===== src/rtl/pg_pkg.sv =====
package pg_pkg;

  // Direction in which a comparator trips
  typedef enum logic {
    TRIP_ABOVE = 1'b0,
    TRIP_BELOW = 1'b1
  } trip_dir_e;

  // Per-channel fault pair
  typedef struct packed {
    logic ov;
    logic uv;
  } fault_t;

endpackage


===== src/rtl/pg_hyst_cmp.sv =====
module pg_hyst_cmp
  import pg_pkg::*;
#(
  parameter int unsigned CODE_W  = 11,
  parameter int unsigned SET_LVL = 1150,
  parameter int unsigned CLR_LVL = 1100,
  parameter trip_dir_e   DIR     = TRIP_ABOVE
) (
  input  logic              clk,
  input  logic              rst_n,
  input  logic              sample,
  input  logic [CODE_W-1:0] code,
  output logic              fault
);

  localparam logic [CODE_W-1:0] SET_C = SET_LVL[CODE_W-1:0];
  localparam logic [CODE_W-1:0] CLR_C = CLR_LVL[CODE_W-1:0];

  logic trip;
  logic release_ok;
  logic fault_q;
  logic fault_d;

  generate
    if (DIR == TRIP_ABOVE) begin : g_above
      assign trip       = (code > SET_C);
      assign release_ok = (code < CLR_C);
    end else begin : g_below
      assign trip       = (code < SET_C);
      assign release_ok = (code > CLR_C);
    end
  endgenerate

  always_comb begin
    fault_d = fault_q;
    if (sample) begin
      if (!fault_q && trip)
        fault_d = 1'b1;
      else if (fault_q && release_ok)
        fault_d = 1'b0;
    end
  end

  always_ff @(posedge clk or negedge rst_n) begin
    if (!rst_n) fault_q <= 1'b0;
    else        fault_q <= fault_d;
  end

  assign fault = fault_q;

endmodule


===== src/rtl/pg_channel.sv =====
module pg_channel
  import pg_pkg::*;
#(
  parameter int unsigned CODE_W = 11,
  parameter int unsigned OV_SET = 1150,
  parameter int unsigned OV_CLR = 1100,
  parameter int unsigned UV_SET = 850,
  parameter int unsigned UV_CLR = 900
) (
  input  logic              clk,
  input  logic              rst_n,
  input  logic              sys_en,
  input  logic              ch_en,
  input  logic              ss_done,
  input  logic              fb_valid,
  input  logic [CODE_W-1:0] fb_code,
  output logic              pull_low,
  output logic              ov
);

  fault_t flt;
  logic   enabled;
  logic   good_q;

  pg_hyst_cmp #(
    .CODE_W (CODE_W),
    .SET_LVL(OV_SET),
    .CLR_LVL(OV_CLR),
    .DIR    (TRIP_ABOVE)
  ) u_ov (
    .clk   (clk),
    .rst_n (rst_n),
    .sample(fb_valid),
    .code  (fb_code),
    .fault (flt.ov)
  );

  pg_hyst_cmp #(
    .CODE_W (CODE_W),
    .SET_LVL(UV_SET),
    .CLR_LVL(UV_CLR),
    .DIR    (TRIP_BELOW)
  ) u_uv (
    .clk   (clk),
    .rst_n (rst_n),
    .sample(fb_valid),
    .code  (fb_code),
    .fault (flt.uv)
  );

  assign enabled = sys_en & ch_en;

  // Registered release decision keeps the pad request free of glitches
  always_ff @(posedge clk or negedge rst_n) begin
    if (!rst_n) good_q <= 1'b0;
    else        good_q <= enabled & ss_done & ~flt.ov & ~flt.uv;
  end

  // Enable removal bypasses the register so the pad drops at once
  assign pull_low = ~good_q | ~enabled;
  assign ov       = flt.ov;

endmodule


===== src/rtl/pg_window_monitor.sv =====
module pg_window_monitor #(
  parameter int unsigned NCH    = 2,
  parameter int unsigned CODE_W = 11,
  parameter int unsigned OV_SET = 1150,
  parameter int unsigned OV_CLR = 1100,
  parameter int unsigned UV_SET = 850,
  parameter int unsigned UV_CLR = 900
) (
  input  logic                  clk,
  input  logic                  rst_n,
  input  logic                  sys_en,
  input  logic [NCH-1:0]        ch_en,
  input  logic [NCH-1:0]        ss_done,
  input  logic [NCH-1:0]        fb_valid,
  input  logic [NCH*CODE_W-1:0] fb_code,
  output logic [NCH-1:0]        fb_ready,
  output logic [NCH-1:0]        pg_pull_low,
  output logic [NCH-1:0]        ov_flag
);

  // Every sample is accepted; there is no back-pressure
  assign fb_ready = '1;

  generate
    for (genvar i = 0; i < NCH; i++) begin : g_ch
      pg_channel #(
        .CODE_W(CODE_W),
        .OV_SET(OV_SET),
        .OV_CLR(OV_CLR),
        .UV_SET(UV_SET),
        .UV_CLR(UV_CLR)
      ) u_ch (
        .clk     (clk),
        .rst_n   (rst_n),
        .sys_en  (sys_en),
        .ch_en   (ch_en[i]),
        .ss_done (ss_done[i]),
        .fb_valid(fb_valid[i]),
        .fb_code (fb_code[i*CODE_W +: CODE_W]),
        .pull_low(pg_pull_low[i]),
        .ov      (ov_flag[i])
      );
    end
  endgenerate

endmodule


===== config.mk =====
export PLATFORM = sky130hd
export DESIGN_NAME = pg_window_monitor
export DESIGN_NICKNAME = d
export VERILOG_FILES = /design/src/rtl/pg_pkg.sv /design/src/rtl/pg_hyst_cmp.sv /design/src/rtl/pg_channel.sv /design/src/rtl/pg_window_monitor.sv
export SDC_FILE = /design/constraint.sdc
export NUM_CORES = 1
export LEC_CHECK = 0
export BUFFER_PORTS_ARGS = -buffer_cell sky130_fd_sc_hd__buf_2
export CORE_MARGIN = 4
export CORE_UTILIZATION = 25
export CTS_CLUSTER_DIAMETER = 50
export DETAILED_ROUTE_END_ITERATION = 10
export MAX_ROUTING_LAYER = met4
export PLACE_DENSITY = 0.61
export SLEW_MARGIN = 30
export SYNTH_ARGS = -nofsm -noshare
export SYNTH_HDL_FRONTEND = slang
export SYNTH_SLANG_ARGS = --single-unit

===== constraint.sdc =====
create_clock -name clk -period 1.84 [get_ports clk]
set_input_delay 0.184 -clock clk [delete_from_list [all_inputs] [get_ports clk]]
set_output_delay 0.184 -clock clk [all_outputs]
set_load 0.02 [all_outputs]

* Word level (Yosys, flattened, before mapping) *
Index checks and enable logic that the tools add are counted.

operators by class
  bitwise logic cells = 18
  reductions and logical operators = 20
  magnitude comparators = 8
  mux-type cells = 8

operators by type and width
  operator              number
  $gt 11x10->1 const B  2
  $gt 11x11->1 const B  2
  $lt 11x10->1 const B  2
  $lt 11x11->1 const B  2
  $and 1x1->1           8
  $logic_and 1x1->1     8
  $mux 1                8
  $not 1->1             8
  $reduce_and 2->1      4
  $reduce_bool 2->1     4
  $logic_not 1->1       4
  $or 1x1->1            2

word-level totals
  bits in registers = 6
  bits of input ports = 31
  output and inout bits = 6
  word-level logic and storage cells = 60

* Logic depth before layout (Yosys ltp) *
  depth in word-level cells = 4
  mapped depth = 3
  mapped depth without buffers = 3

* By module *
Synthesis repeated with hierarchy kept, for this count alone.

second synthesis, totals
  cells, all modules = 55
  area, all modules = 531.8 µm²

by module, submodules not included
  module                               area an instance (µm²)  seq. area each (µm²)  cells an instance  times used
  pg_hyst_cmp (g_ch[0].u_ch.u_uv ...)  116.4                   25.0                  12                 2
  pg_hyst_cmp (g_ch[0].u_ch.u_ov ...)  97.6                    25.0                  10                 2
  pg_channel                           42.5                    25.0                  4                  2
  pg_window_monitor                    18.8                    0.0                   3                  1

* Least setup slack after synthesis *
Ideal clock, no wire load.

  path kind = register -> register
  from = register g_ch[1].u_ch.u_uv.fault_q
  to = register g_ch[1].u_ch.u_uv.fault_q
  setup time = 0.148 ns
  data required time = 1.692 ns
  data arrival time = 1.311 ns
  slack = 0.381 ns
  stages on the path, launching flop included = 4
  buffers on the path = 0
  period minus slack after synthesis = 1.459 ns
  cells stage by stage = dfrtp_1 -> or4b_1 -> o311ai_0 -> o221ai_1

between the ends
  cells in the longest elaborated chain, start to end = 4
  elaborated cells between the ends (all ways) = 6
  classes of those cells = mux: 1; reduce/logical: 5

RTL lines
  what                                line               text
  start: declaration                  pg_hyst_cmp.sv:21  logic fault_q;
  start signal: assignment            pg_hyst_cmp.sv:46  else fault_q <= fault_d;
  $logic_not 1->1                     pg_hyst_cmp.sv:37  if (!fault_q && trip)
  $logic_and 1x1->1                   pg_hyst_cmp.sv:37
  $reduce_bool 2->1 (no source line)  n/a
  $reduce_and 2->1 (no source line)   n/a

Several ways; a longest one is shown, not always the timed one.
A chain may end at the register's enable or synchronous reset.

* Worst setup path in the final report *
Ends and elaborated chain as after synthesis.

==> results_dict.tcl <==
set metrics [dict create \
    critPathCaptureType "flop" \
    reg2reg_depth 3 \
    hold_violations 0 \
    slowest_stage "or4b_1" \
    ios 37 \
    finalClockSkew_ps 0.393 \
    vias_per_cell 5.06 \
    synth_top_cell_by_area "dfrtp_1" \
    crit_arrival_ps 1640 \
    synth_cell_types 29 \
    fp.dieH_um 52.7 \
    nNetsFinal 126 \
    synth_edf_count 0 \
    synthTopCellsByCount "buf_4, dfrtp_1, inv_1" \
    grt_pass1_wl_um 2380 \
    ys_seq_area_frac 0.300 \
    core_um2 1800 \
    fin_crit_sh 0.837 \
    cts_buffers 3 \
    clock_sinks 6 \
    ys_ff_latch 6 \
    reg2reg_slack_ps 300 \
    drt_iter0_markers 8 \
    syn_inst 60 \
    ir_drop_mv 0.239 \
    yosysWarnings 0 \
    reg2reg_from "g_ch[1].u_ch.u_uv.fault$_DFFE_PN0P_" \
    hp-class "input pin to flop" \
    synthArstFlopShare 1.00 \
    wire_per_inst_um 12.6 \
    yosys_most_used_dff "dfrtp_1" \
    rsz0062_at_grt "no" \
    grt_start_max_net_pins 7 \
    antenna_found_initial 0 \
    overflow 0 \
    setup-tns-final_ps 0 \
    die_w_um 52.7 \
    worst-setup-path-type "flop to flop" \
    hold_end "g_ch[1].u_ch.good_q$_DFF_PN0_" \
    dp_hpwl_um 1290 \
    setup_viol 0 \
    area_delta_synth_final_pct 38.5 \
    fin_util 0.385 \
    drv_slew 0 \
    die_area_um2 2780 \
    final_antenna_net_count 0 \
    io_buffer_count 34 \
    critPathLaunchType "flop" \
    outcome "finished, final reports clean" \
    firstDrtPassIters 4 \
    critPathRequiredTime_ps 1940 \
    yosysTopAreaCellShare 0.300 \
    clk_latency_ps 240 \
    finalCriticalPeriod_ps 1540 \
    max_freq_mhz 650 \
    leakagePower_nw 0.322 \
    min_path_cells 3 \
    num_vias 597 \
    synth_area_leaders "dfrtp_1, buf_4, o221ai_1" \
    cts_tree "built" \
    cap_violations 0 \
    path_clk_slew_ps 40 \
    routed_wl_um 1480 \
    gp_congestion 0.809 \
    power_density_nw_per_um2 579 \
    crit_chain "or4b_1 > o311ai_0 > o221ai_1" \
    ctsRootBufferMaster "clkbuf_4" \
    grt_pass1_vias 576 \
    crit-reg2reg-capture "g_ch[1].u_ch.u_uv.fault$_DFFE_PN0P_" \
    drcViolationCount 0 \
    critPathMaxStageDelay_ps 510 \
    start_util 0.278 \
    worstPathMaxFanout 3 \
    drive_gt1_frac 0.398 \
    cts_max_path_buffers 2 \
    hold_start "ss_done[1]" \
    cts_setup_buffers 0 \
    post_synth.cell_area_avg_um2 8.34 \
    diodes 0 \
    syn-cell-area_um2 500 \
    htreeDepth 1 \
    row_count 15 \
    gr-usage-all-layers 0.119 \
]
-- power breakdown --
part | leakage (nW) | switching [mW] | total (mW) | internal [mW]
combinational | 0.232 | 0.0665 | 0.125 | 0.0584
sequential | 0.0762 | 0.0109 | 0.156 | 0.145
clock | 0.0138 | 0.0464 | 0.120 | 0.0737
-- cells by family after synthesis --
kind of cell,share of synthesized area
other,0.00749
AND/OR/NAND/NOR,0.263
buffers and inverters,0.127
flip-flops,0.300
AO/OA/AOI/OAI,0.303
-- worst max-delay path, delay by kind of cell (launching register included) --
kind,cells,cell delay [ps]
AO/OA/AOI/OAI,2,500
flip-flops,1,380
AND/OR/NAND/NOR,1,510
-- what timing repair did --
item	CTS	global route
gates resized for setup	0	0
endpoints found under the hold margin	6	0
hold buffers	1	0
-- flip-flops by register name (all words and copies together) (netlist names) --
register and count:
g_ch.u_ch.u_uv.fault 2, g_ch.u_ch.good_q 2, g_ch.u_ch.u_ov.fault 2
-- layout by cell type, fill, tap and decap left out --
| cell | instances |
|---|---|
| a2111oi_0 | 1 |
| a21boi_0 | 1 |
| a21oi_1 | 2 |
| a2bb2oi_1 | 1 |
| a41o_1 | 1 |
| a41oi_1 | 1 |
| and2b_1 | 1 |
| buf_2 | 34 |
| clkbuf_4 | 3 |
| conb_1 | 2 |
| dfrtp_1 | 6 |
| dlygate4sd3_1 | 1 |
| inv_1 | 5 |
| nand2_1 | 4 |
| nand3_1 | 4 |
| nand4_1 | 2 |
| nand4b_1 | 1 |
| nor2_1 | 3 |
| nor2b_1 | 1 |
| nor3_1 | 1 |
| nor4_1 | 2 |
| nor4b_1 | 1 |
| o211ai_1 | 2 |
| o21ai_0 | 2 |
| o221ai_1 | 3 |
| o311ai_0 | 2 |
| o31a_1 | 2 |
| o41a_1 | 1 |
| or3_1 | 1 |
| or4_1 | 1 |
| or4b_1 | 1 |
-- stage by stage --
| stage | cells | total power [mW] | cell area, um2 | hold WS, ps | worst slack, ps |
|---|---|---|---|---|---|
| finish | 118 | 0.401 | 693 | 191 | 300 |
| global route | 118 | 0.436 | 693 | 203 | 215 |
| CTS | 118 | 0.408 | 693 | 191 | 279 |
| detailed placement | 114 | 0.282 | 661 | 17.9 | 284 |
| global placement | 114 | 0.279 | 661 | 14.2 | 351 |
| floorplan | 61 | 0.226 | 504 | -112 | 381 |
-- metal layers --
metal,track usage,share of wire
met1,0.131,0.38
met2,0.198,0.54
met3,0.0513,0.071
met4,0.0255,0
met5,-,0
-- worst max path at each step --
stage	from	to	slack (ps)	cells past startpoint
after global routing	g_ch[1].u_ch.u_uv.fault$_DFFE_PN0P_	g_ch[1].u_ch.u_uv.fault$_DFFE_PN0P_	210	3
after floorplan	g_ch[1].u_ch.u_uv.fault$_DFFE_PN0P_	g_ch[1].u_ch.u_uv.fault$_DFFE_PN0P_	380	3
after global placement	g_ch[1].u_ch.u_uv.fault$_DFFE_PN0P_	g_ch[1].u_ch.u_uv.fault$_DFFE_PN0P_	350	3
after CTS	g_ch[1].u_ch.u_uv.fault$_DFFE_PN0P_	g_ch[1].u_ch.u_uv.fault$_DFFE_PN0P_	280	3
after detailed placement	g_ch[1].u_ch.u_uv.fault$_DFFE_PN0P_	g_ch[1].u_ch.u_uv.fault$_DFFE_PN0P_	280	3
final	g_ch[1].u_ch.u_uv.fault$_DFFE_PN0P_	g_ch[1].u_ch.u_uv.fault$_DFFE_PN0P_	300	3
-- cell type report --
class / instances / area (um2)
clock buffer: 3 / 22.5
sequential: 6 / 150
multi-input combinational: 44 / 290
tap: 25 / 31.3
timing repair buffer: 35 / 180
inverter: 5 / 18.8
fill: 196 / 1110
Power figures use the tool's default switching activity.
